### config.mk
export PLATFORM = sky130hd
export DESIGN_NAME = lookup_wheel_sched
export DESIGN_NICKNAME = d
export VERILOG_FILES = /design/src/rtl/lookup_wheel_sched.sv
export SDC_FILE = /design/constraint.sdc
export NUM_CORES = 1
export LEC_CHECK = 0
export BUFFER_PORTS_ARGS = -buffer_cell sky130_fd_sc_hd__buf_2
export CAP_MARGIN = 30
export CORE_MARGIN = 1.5
export CORE_UTILIZATION = 30
export CTS_CLUSTER_SIZE = 40
export DETAILED_ROUTE_END_ITERATION = 16
export SYNTH_ARGS = -nofsm -noshare
export SYNTH_HDL_FRONTEND = slang
export SYNTH_SLANG_ARGS = --single-unit
### constraint.sdc
create_clock -name clk -period 2.58 [get_ports clk]
set_input_delay 0.129 -clock clk [delete_from_list [all_inputs] [get_ports clk]]
set_output_delay 0.129 -clock clk [all_outputs]
set_load 0.01 [all_outputs]
### src/rtl/lookup_wheel_sched.sv
module lookup_wheel_sched #(
  parameter int NE  = 4,
  parameter int P   = 8,
  parameter int LAT = 2,
  parameter int AW  = 32,
  parameter int MW  = 18,
  parameter int RW  = 16
) (
  input  logic             clk,
  input  logic             rst_n,
  input  logic [NE-1:0]    eng_en,
  input  logic             in_empty,
  input  logic [AW-1:0]    in_data,
  output logic             in_pop,
  output logic [NE-1:0]    eng_start,
  output logic [AW-1:0]    start_addr,
  input  logic [NE-1:0]    rd_req,
  input  logic [NE*MW-1:0] rd_addr,
  input  logic [NE-1:0]    eng_done,
  input  logic [NE*RW-1:0] result,
  output logic             mem_rd,
  output logic [MW-1:0]    mem_addr,
  input  logic             out_full,
  output logic             out_push,
  output logic [RW-1:0]    out_data
);
  localparam int SW = (P > 1) ? $clog2(P) : 1;
  localparam int EW = (NE > 1) ? $clog2(NE) : 1;
  localparam int TW = $clog2(NE) + 1;

  logic [SW-1:0] wheel;
  logic [P-1:0]  slot_busy;
  logic [EW-1:0] slot_own [P];
  logic [NE-1:0] eng_busy, res_vld;
  logic [TW-1:0] eng_tag [NE];
  logic [RW-1:0] res_q [NE];
  logic [TW-1:0] in_seq, out_seq;

  logic [SW:0]   tsum;
  logic [SW-1:0] tgt;
  assign tsum = {1'b0, wheel} + (SW+1)'(LAT);
  assign tgt  = (tsum >= (SW+1)'(P)) ? SW'(tsum - (SW+1)'(P)) : SW'(tsum);

  logic [NE-1:0] free_e;
  logic          pick_ok;
  logic [EW-1:0] pick;
  assign free_e = eng_en & ~eng_busy;

  always_comb begin
    pick_ok = 1'b0;
    pick    = '0;
    for (int i = NE-1; i >= 0; i--)
      if (free_e[i]) begin
        pick_ok = 1'b1;
        pick    = EW'(i);
      end
  end

  logic can_go;
  assign can_go     = rst_n & ~in_empty & ~out_full & pick_ok & ~slot_busy[tgt];
  assign in_pop     = can_go;
  assign eng_start  = can_go ? (NE'(1) << pick) : '0;
  assign start_addr = in_data;

  logic [EW-1:0] owner;
  assign owner    = slot_own[wheel];
  assign mem_rd   = rst_n & slot_busy[wheel] & rd_req[owner];
  assign mem_addr = rd_addr[int'(owner)*MW +: MW];

  logic          hit;
  logic [EW-1:0] hsel;
  always_comb begin
    hit  = 1'b0;
    hsel = '0;
    for (int i = 0; i < NE; i++)
      if (res_vld[i] && eng_tag[i] == out_seq) begin
        hit  = 1'b1;
        hsel = EW'(i);
      end
  end

  assign out_push = rst_n & hit & ~out_full;
  assign out_data = res_q[hsel];

  always_ff @(posedge clk) begin
    if (!rst_n) begin
      wheel     <= '0;
      slot_busy <= '0;
      eng_busy  <= '0;
      res_vld   <= '0;
      in_seq    <= '0;
      out_seq   <= '0;
      for (int s = 0; s < P; s++) slot_own[s] <= '0;
      for (int e = 0; e < NE; e++) begin
        eng_tag[e] <= '0;
        res_q[e]   <= '0;
      end
    end else begin
      wheel <= (wheel == SW'(P-1)) ? '0 : wheel + 1'b1;
      for (int s = 0; s < P; s++)
        if (slot_busy[s] && eng_done[slot_own[s]]) slot_busy[s] <= 1'b0;
      for (int e = 0; e < NE; e++)
        if (eng_done[e] && eng_busy[e]) begin
          res_vld[e] <= 1'b1;
          res_q[e]   <= result[e*RW +: RW];
        end
      if (out_push) begin
        res_vld[hsel]  <= 1'b0;
        eng_busy[hsel] <= 1'b0;
        out_seq        <= out_seq + 1'b1;
      end
      if (can_go) begin
        slot_busy[tgt] <= 1'b1;
        slot_own[tgt]  <= pick;
        eng_busy[pick] <= 1'b1;
        eng_tag[pick]  <= in_seq;
        in_seq         <= in_seq + 1'b1;
      end
    end
  end
endmodule

; Word level (Yosys, flattened, before mapping)
; Memories as Yosys holds them, arrays and structs flattened. A register that Yosys moved wholly into a read port is not among the register bits.
; Cells that the tools add are included.
; Widths: inputs -> output; s select.
[word_totals]
ff_bits = 25
ram_bits = 92
out_inout_bits = 73
mem_count = 3
[op_classes]
addsub = 5
mul = 1
n_lt_le_gt_ge = 17
eq_ne = 5
shift = 2
muxes = 101
n_bitwise = 23
reduce_logical = 22
[mem_list]
columns = memory, words, width, rd, rd_clocked_by_memory_dff, write_ports, line_no
row1 = res_q, 4, 16, 1, 0, 4, 36  ; logic [RW-1:0] res_q [NE];
row2 = slot_own, 8, 2, 9, 1, 8, 33  ; logic [EW-1:0] slot_own [P];
row3 = eng_tag, 4, 3, 4, 0, 4, 35  ; logic [TW-1:0] eng_tag [NE];
[op_table]
columns = op, count
row1 = $shiftx 72x8->18, 1
row2 = $mux 1, 65
row3 = $mux 16, 4
row4 = $lt 2x3->1 const B, 11
row5 = $mux 4, 5
row6 = $logic_and 1x1->1, 19
row7 = $bmux 1 s2, 9
row8 = $mux 2, 8
row9 = $and 4x4->4, 3
row10 = $eq 3x3->1, 4
row11 = $mux 3, 4
row12 = $add 3x1->3 const B, 3
row13 = $and 1x1->1, 8
row14 = $lt 3x4->1 const B, 2
row15 = $mux 8, 1
row16 = $not 4->4, 2
row17 = $or 8x8->8, 1
row18 = $bmux 1 s3, 2
row19 = $mul 2x4->6 const B, 1
row20 = $add 3x2->4 const B, 1
row21 = $demux 1 s2, 2
row22 = $ge 2x1->1 const B, 2
row23 = $ge 4x4->1 const B, 1
row24 = $not 1->1, 4
row25 = other kinds (9), 13

; Longest topological paths before layout
; Gate-level depths: netlist of run 1.
; An unclocked memory read counts as a cell.
[logic_depth]
word_depth = 16
depth_mapped = 9

; Worst setup path before layout of run 1
; Ideal clock, no wire load.
[synth_timing]
kind = reg2reg
startpoint = register wheel[2]
endpoint = memory eng_tag[3][0] (netlist name), enable pin
t_arrival_ns = 2.371
t_required_ns = 2.278
slack_ns = -0.094
stages_incl_launch_ff = 9
n_path_buf = 2
period_less_slack_ns = 2.674
cell_sequence = dfxtp_1 buf_2 inv_1 ha_1 mux2_2 or4_4 buf_6 or3_4 nand2_1
[synth_lines]
columns = item, line_no
row1 = start: declaration, 31  ; logic [SW-1:0] wheel;
row2 = start signal: assignment, 99  ; wheel <= (wheel == SW'(P-1)) ? '0 : wheel + 1'b1;
row3 = end: declaration, 35

; Worst setup path after layout of run 1
[layout_timing]
startpoint = register wheel[0]
endpoint = output eng_start[3]
[layout_via]
elab_chain_len = 8
[layout_lines]
columns = item, line_no
row1 = $add 3x2->4 (*), 41  ; assign tsum = {1'b0, wheel} + (SW+1)'(LAT);
row2 = $ge 4x4->1 or $sub 3x1->3 (tied branches), 42  ; assign tgt = (tsum >= (SW+1)'(P)) ? SW'(tsum - (SW+1)'(P)) : SW'(tsum);
row3 = $mux 3 (*), 42
row4 = $bmux 1 s3 (*), 60  ; assign can_go = rst_n & ~in_empty & ~out_full & pick_ok & ~slot_busy[tgt];
row5 = $mux 1 (implied by the code) (*), 60
row6 = $not 1->1 (*), 60
row7 = $and 1x1->1 (*), 60
row8 = $mux 4 (*), 62  ; assign eng_start = can_go ? (NE'(1) << pick) : '0;
row9 = end: declaration, 15  ; output logic [NE-1:0] eng_start,
; Every way passes the cells marked *; elsewhere a longest branch is shown, timed or not. The select of a mux whose other input is x is not followed.

==> results of run 1 <==
==> sequential cells by signal, indices dropped and copies added (netlist names) <==
name	count
wheel	3
out_seq	3
in_seq	3
res_vld	4
res_q	64
eng_tag	12
eng_busy	4
slot_own	16
slot_busy	8
==> final timing paths <==
| path | start | slack (ns) | end |
|---|---|---|---|
| worst min register to register | in_seq[2]$_SDFFE_PN0N_ | 0.46 | in_seq[2]$_SDFFE_PN0N_ |
| worst min-delay path | result[21] | 0.02 | res_q[1][5]$_SDFFCE_PN0P_ |
| worst max-delay path | wheel[0]$_SDFF_PP0_ | -0.08 | eng_start[3] |
| worst max register to register | wheel[0]$_SDFF_PP0_ | 0.09 | eng_tag[2][2]$_SDFFCE_PN0P_ |
==> cell usage in the layout (no fill, tap or decap), types with 3 or more instances in the layout <==
cell and n:
a211oi_1 14, a211oi_2 4, a21oi_1 24, a22oi_1 31, and2_0 12, and2_1 72, and3_1 6, buf_2 191
buf_4 21, buf_6 5, clkbuf_16 18, clkinvlp_4 3, dfxtp_1 22, dlygate4sd3_1 49, edfxtp_1 92, ha_1 8
inv_1 5, inv_2 4, inv_6 5, mux2i_1 24, mux4_2 16, nand2_1 57, nand2b_1 8, nand3_1 3
nand4_1 4, nor2_1 26, nor2b_1 4, nor3_1 4, nor3b_1 6, o21ai_0 3, o21ai_1 9, o22ai_1 10
xnor2_1 12
==> per-stage QoR <==
| stage | total power (W) | utilization [%] | cell area (sq um) |
|---|---|---|---|
| 2_1_floorplan | 0.002628 | - | 6351 |
| 3_3_place_gp | 0.002895 | 36.17 | 7412 |
| 3_5_place_dp | 0.002897 | 36.22 | 7423 |
| 4_1_cts | 0.005101 | 41.54 | 8513 |
| 5_1_grt | 0.005292 | 42.03 | 8613 |
| 6_report | 0.005082 | 42.04 | 8616 |
==> what timing repair did <==
action	in CTS	in global routing
resized for setup	11	11
hold buffers	49	0
gates cloned	0	1
endpoints found under the setup margin	22	26
buffers inserted	5	4
hold endpoints to repair	49	0
pin swaps	1	0
==> area by class of cell <==
type | instances | area, sq um
fillers | 1998 | 11880
flip-flops and latches | 117 | 3269
multi-input cells | 379 | 2701
repair buffers | 270 | 1740
clock buffers | 18 | 429.2
well taps | 270 | 337.8
clock inverters | 14 | 101.3
inverters | 9 | 33.78
diodes | 1 | 2.502
==> routing by layer <==
metal | track usage [%] | share of wire (%) | vias to the layer above
li1 | - | - | 2489
met1 | 22.22 | 45 | 2483
met2 | 26.87 | 49 | 150
met3 | 3.589 | 5.1 | 21
met4 | 6.040 | 1.3 | 0
met5 | 0 | 0 | -
==> worst reg2reg max path: stages, from the launching register on <==
cell	delay, ns
dfxtp_4	0.37
mux4_2	0.50
mux2_4	0.31
or4_4	0.43
buf_4	0.15
buf_8	0.11
buf_4	0.14
o21ai_2	0.16
==> power breakdown <==
group          internal, W  switching (W)
combinational     0.000406       0.000407
clock              0.00123       0.000887
sequential         0.00211      0.0000418
==> cell families (layout without fill, tap and decap cells) <==
family	count (synthesis)	after routing	synth area share, %
simple gates	217	217	18.34
mux	42	42	9.814
buf+inv	79	311	6.852
xor+xnor	13	13	1.797
flops	117	117	51.50
compound gates	99	99	10.11
other cells	0	1	0
fa+ha+maj	8	8	1.580
==> impl_metrics.ini, run 1 <==
[clocking]
clk_pin_slew_ns = 0.06
cts_tree = done
numClockSinks = 117
cts_buffers = 17
root_buffer = clkbuf_16
cts.path.max_buffers = 2
clock_latency_ns = 0.41
htreeDepth = 4

[timing]
min_period_ns = 2.657
slew_headroom_pct = 46.71
max_freq_ghz = 0.3764
holdWs_ns = 0.01644
setup-violations-final = 3
hold_viol = 0
fin_worst_skew_ns = 0.01037
maxSlewViolCount = 0
fin_setup_tns_ns = -0.1333
finalWorstSetupSlack_ns = -0.07688
worst_pin_slew_ns = 0.7974
rsz0062_at_grt = true
finalCritPeriodShare_pct = 103.0

[synth]
synth_edf_count = 92
synth_common_cells = edfxtp_1, and2_1, nand2_1
avgSynthCellArea_sq_um = 11.02
synth_ff_type = edfxtp_1
synthArstFlopShare_pct = 0
synth_cell_types = 41
synth.net_count = 767
yosys_register_bits = 117
yosys.area.top_type = edfxtp_1
synth.area.top_cells = edfxtp_1, dfxtp_1, and2_1
seq_area_frac_synth_pct = 51.50
netlist.area_leader.share_pct = 43.60
syn_area_sq_um = 6336
yosysWarnings = 0
synth_most_common_cell = edfxtp_1
syn_inst = 575

[placement]
post-place-ws_ns = 0.1389
place_hpwl_um = 13200
port_buffers = 192
gp_congestion = 0.8080
place_inst = 986

[power]
cellLeakagePower_nw = 3.628
power_density_nw_per_um2 = 589.9
vdd_drop_max_mv = 0.4209

[finish]
syn_to_final_growth_pct = 35.98
layout-drive-gt1-share_pct = 35.81
nets = 986
final_cells = 1078

[worst_setup_path]
crit_path_end_kind = primary output
arrival_ns = 2.53
critPathLaunchType = flip-flop
cpMaxStageDelayCell = mux4_2
crit_chain = mux4_2 -> mux2_4 -> or4_4 -> or3_4 -> inv_2 -> buf_6
crit_path_max_incr_delay_ns = 0.49
crit_family = multiplexers
path_buf_inv = 2
worst_ep_required_time_ns = 2.45
crit_fanout = 4
crit_type = flip-flop to primary output
ff2ff_path_depth = 7
cp.depth = 6

[floorplan]
die_height_um = 148.3
core_sq_um = 20490
dieArea_sq_um = 22000
start_util_pct = 30.92
pin_count = 257
num_rows = 52
die_x_um = 148.3

[status]
outcome = complete, but fails checks
failed_checks = negative setup slack

[min_path]
min_delay_path_depth = 2
min_path_type = input port to flip-flop

[routing]
wl_um = 18300
drt_pass1_iterations = 4
drt-wirelength-per-cell_um = 16.97
drc = 0
dr.first_iter.drc_count = 307
vias = 5143
ant_nets = 0
via_per_inst = 4.771

[flow_run]
drv_cap = 0

[global_routing]
antenna_found_initial = 0
grt_max_degree = 50
overflow = 0
gr-usage-all-layers_pct = 16.71
grt_pass1_wl_um = 27790
grt_pass1_vias = 5114
No activity file was read; power rests on OpenSTA's default activity.
==> run 2, diff against run 1 <==
--- a/config.mk
+++ b/config.mk
@@ -7,10 +7,13 @@
 export LEC_CHECK = 0
 export BUFFER_PORTS_ARGS = -buffer_cell sky130_fd_sc_hd__buf_2
 export CAP_MARGIN = 30
+export CELL_PAD_IN_SITES_DETAIL_PLACEMENT = 1
+export CELL_PAD_IN_SITES_GLOBAL_PLACEMENT = 2
 export CORE_MARGIN = 1.5
-export CORE_UTILIZATION = 30
+export CORE_UTILIZATION = 27
 export CTS_CLUSTER_SIZE = 40
 export DETAILED_ROUTE_END_ITERATION = 16
+export PLACE_DENSITY_LB_ADDON = 0.1
 export SYNTH_ARGS = -nofsm -noshare
 export SYNTH_HDL_FRONTEND = slang
 export SYNTH_SLANG_ARGS = --single-unit
==> run 2 against run 1 <==
The flow still finishes with violations (negative setup slack). Critical path depth is the same. Non-clock buffer count shrank 7. Clock skew shrank 0.0033 ns. Core utilization shrank 4.0 points. Routed wire length grew 21%. Hold slack lost 0.0027 ns. Worst setup slack lost 0.031 ns. Global-route usage grew 1.7 points.
==> impl_metrics.ini, run 2 (synthesis results as in run 1) <==
[status]
outcome = complete, but fails checks
failed_checks = negative setup slack

[global_routing]
grt_max_degree = 50
overflow = 0
grt_pass1_wl_um = 33130
gr-usage-all-layers_pct = 18.40
antenna_found_initial = 1
grt_pass1_vias = 5628

[timing]
setup-violations-final = 3
slew_headroom_pct = 45.88
holdWs_ns = 0.01374
min_period_ns = 2.688
worst_pin_slew_ns = 0.8099
maxSlewViolCount = 0
hold_viol = 0
max_freq_ghz = 0.3720
fin_worst_skew_ns = 0.007115
fin_setup_tns_ns = -0.1518
rsz0062_at_grt = true
finalWorstSetupSlack_ns = -0.1083
finalCritPeriodShare_pct = 104.2

[power]
seqPwrFrac_pct = 39.1
switching_power_w = 0.001426
power_density_nw_per_um2 = 632.5
vdd_drop_max_mv = 0.4289
internal_power_w = 0.004074
power_switching_share_pct = 25.93
comb_power_share_pct = 15.5
cellLeakagePower_nw = 3.654
clkPwrFrac_pct = 45.4

[worst_setup_path]
crit_fanout = 5
crit_path_end_kind = primary output
crit_chain = mux4_2 -> mux2_4 -> or4_4 -> or3_4 -> inv_2 -> buf_6
worst_ep_required_time_ns = 2.45
crit_family = simple AND/OR/NAND/NOR gates
cpMaxStageDelayCell = mux4_2
crit_type = flip-flop to primary output
path_buf_inv = 2
critPathLaunchType = flip-flop
crit_path_max_incr_delay_ns = 0.49
arrival_ns = 2.56

[finish]
final_cell_mix = buf_2, edfxtp_1, and2_1
nFillCells = 2600
top_regs = res_q: 64 flops, slot_own: 16 flops, eng_tag: 12 flops
syn_to_final_growth_pct = 37.24
final_common_cell = buf_2
nets = 979
final_cells = 1113
layout-drive-gt1-share_pct = 35.38
antenna_cells = 0
top_register = res_q
largest_reg_flops = 64

[clocking]
clock_latency_ns = 0.42
root_buffer = clkbuf_16
cts_tree = done
numClockSinks = 117
cts.path.max_buffers = 2
clk_pin_slew_ns = 0.06
cts_buffers = 17
htreeDepth = 4

[min_path]
min_path_type = input port to flip-flop

[floorplan]
start_util_pct = 27.73
die_height_um = 156.2
pin_count = 257
dieArea_sq_um = 24400
core_sq_um = 22850
die_x_um = 156.2
num_rows = 55

[routing]
drt-wirelength-per-cell_um = 19.95
vias = 5205
via_per_inst = 4.677
drt_pass1_iterations = 4
drc = 0
ant_nets = 0
wl_um = 22210
dr.first_iter.drc_count = 196

[placement]
place_hpwl_um = 16400
gp_congestion = 0.8033
place_inst = 1026
port_buffers = 192
post-place-ws_ns = 0.08824

[flow_run]
drv_cap = 0
-- run 2: cell types whose count changed in the layout (fill, tap and decap cells not counted), sizes merged, moves of 2 or more --
cell | previous run | this run
buf | 220 | 216
bufinv | 0 | 3
clkbuf | 19 | 17
clkinv | 6 | 4
dlygate4sd3 | 49 | 46
-- run 2: final timing paths --
kind	start	end	slack, ns	depth (start not counted)
setup / recovery	wheel[0]$_SDFF_PP0_	eng_start[3]	-0.11	6
hold / removal	result[40]	res_q[2][8]$_SDFFCE_PN0P_	0.01	2
hold reg to reg	in_seq[2]$_SDFFE_PN0N_	in_seq[2]$_SDFFE_PN0N_	0.48	1
setup reg to reg	wheel[0]$_SDFF_PP0_	eng_tag[3][1]$_DFFE_PP_	0.08	6
-- run 2: repair_timing --
item,in CTS,in global routing
endpoints found under the setup margin,37,31
buffers inserted,6,1
endpoints found under the hold margin,43,3
hold buffers,43,3
gates cloned,2,0
pin swaps,1,0
resized for setup,15,4
-- run 2: cell type report --
type                       count  area, sq um  share of cell area, %
sequential                   117         3271                  37.61
clock inverter                15        192.7                  2.216
tap                          313        391.6                  4.504
inverter                       9        36.28                 0.4173
clock buffer                  17        425.4                  4.892
multi-input combinational    379         2674                  30.75
timing repair buffer         263         1705                  19.61
-- run 2: power groups by stage --
stage	clock network [W]	registers [W]	logic (W)
floorplan	0	0.00217	0.000456
finish	0.00250	0.00215	0.000853
detailed placement	0	0.00219	0.000735
global route	0.00263	0.00216	0.000931
CTS	0.00255	0.00215	0.000861
global placement	0	0.00219	0.000723
-- run 2: worst register-to-register path: cells and delay by family (launching register included) --
family	cells	cell delay, ns
buffers and inverters	1	0.17
flip-flops	1	0.38
multiplexers	2	0.80
AND/OR/NAND/NOR	3	0.87
-- run 2: through the flow --
step	area (sq um)	util, %	power [W]
floorplan	6351	-	0.002628
global placement	7451	32.61	0.002908
detailed placement	7451	32.61	0.002924
CTS	8653	37.88	0.005564
global route	8696	38.06	0.005718
finish	8696	38.06	0.005500
-- run 2: layer usage --
metal	track usage [%]	vias to the layer above	share of wire [%]	wire, um
li1	-	2479	-	-
met5	0	-	0.059	13
met2	32.63	168	51	11270
met1	21.76	2528	42	9231
met4	6.032	2	2.0	441
met3	4.417	28	5.6	1252
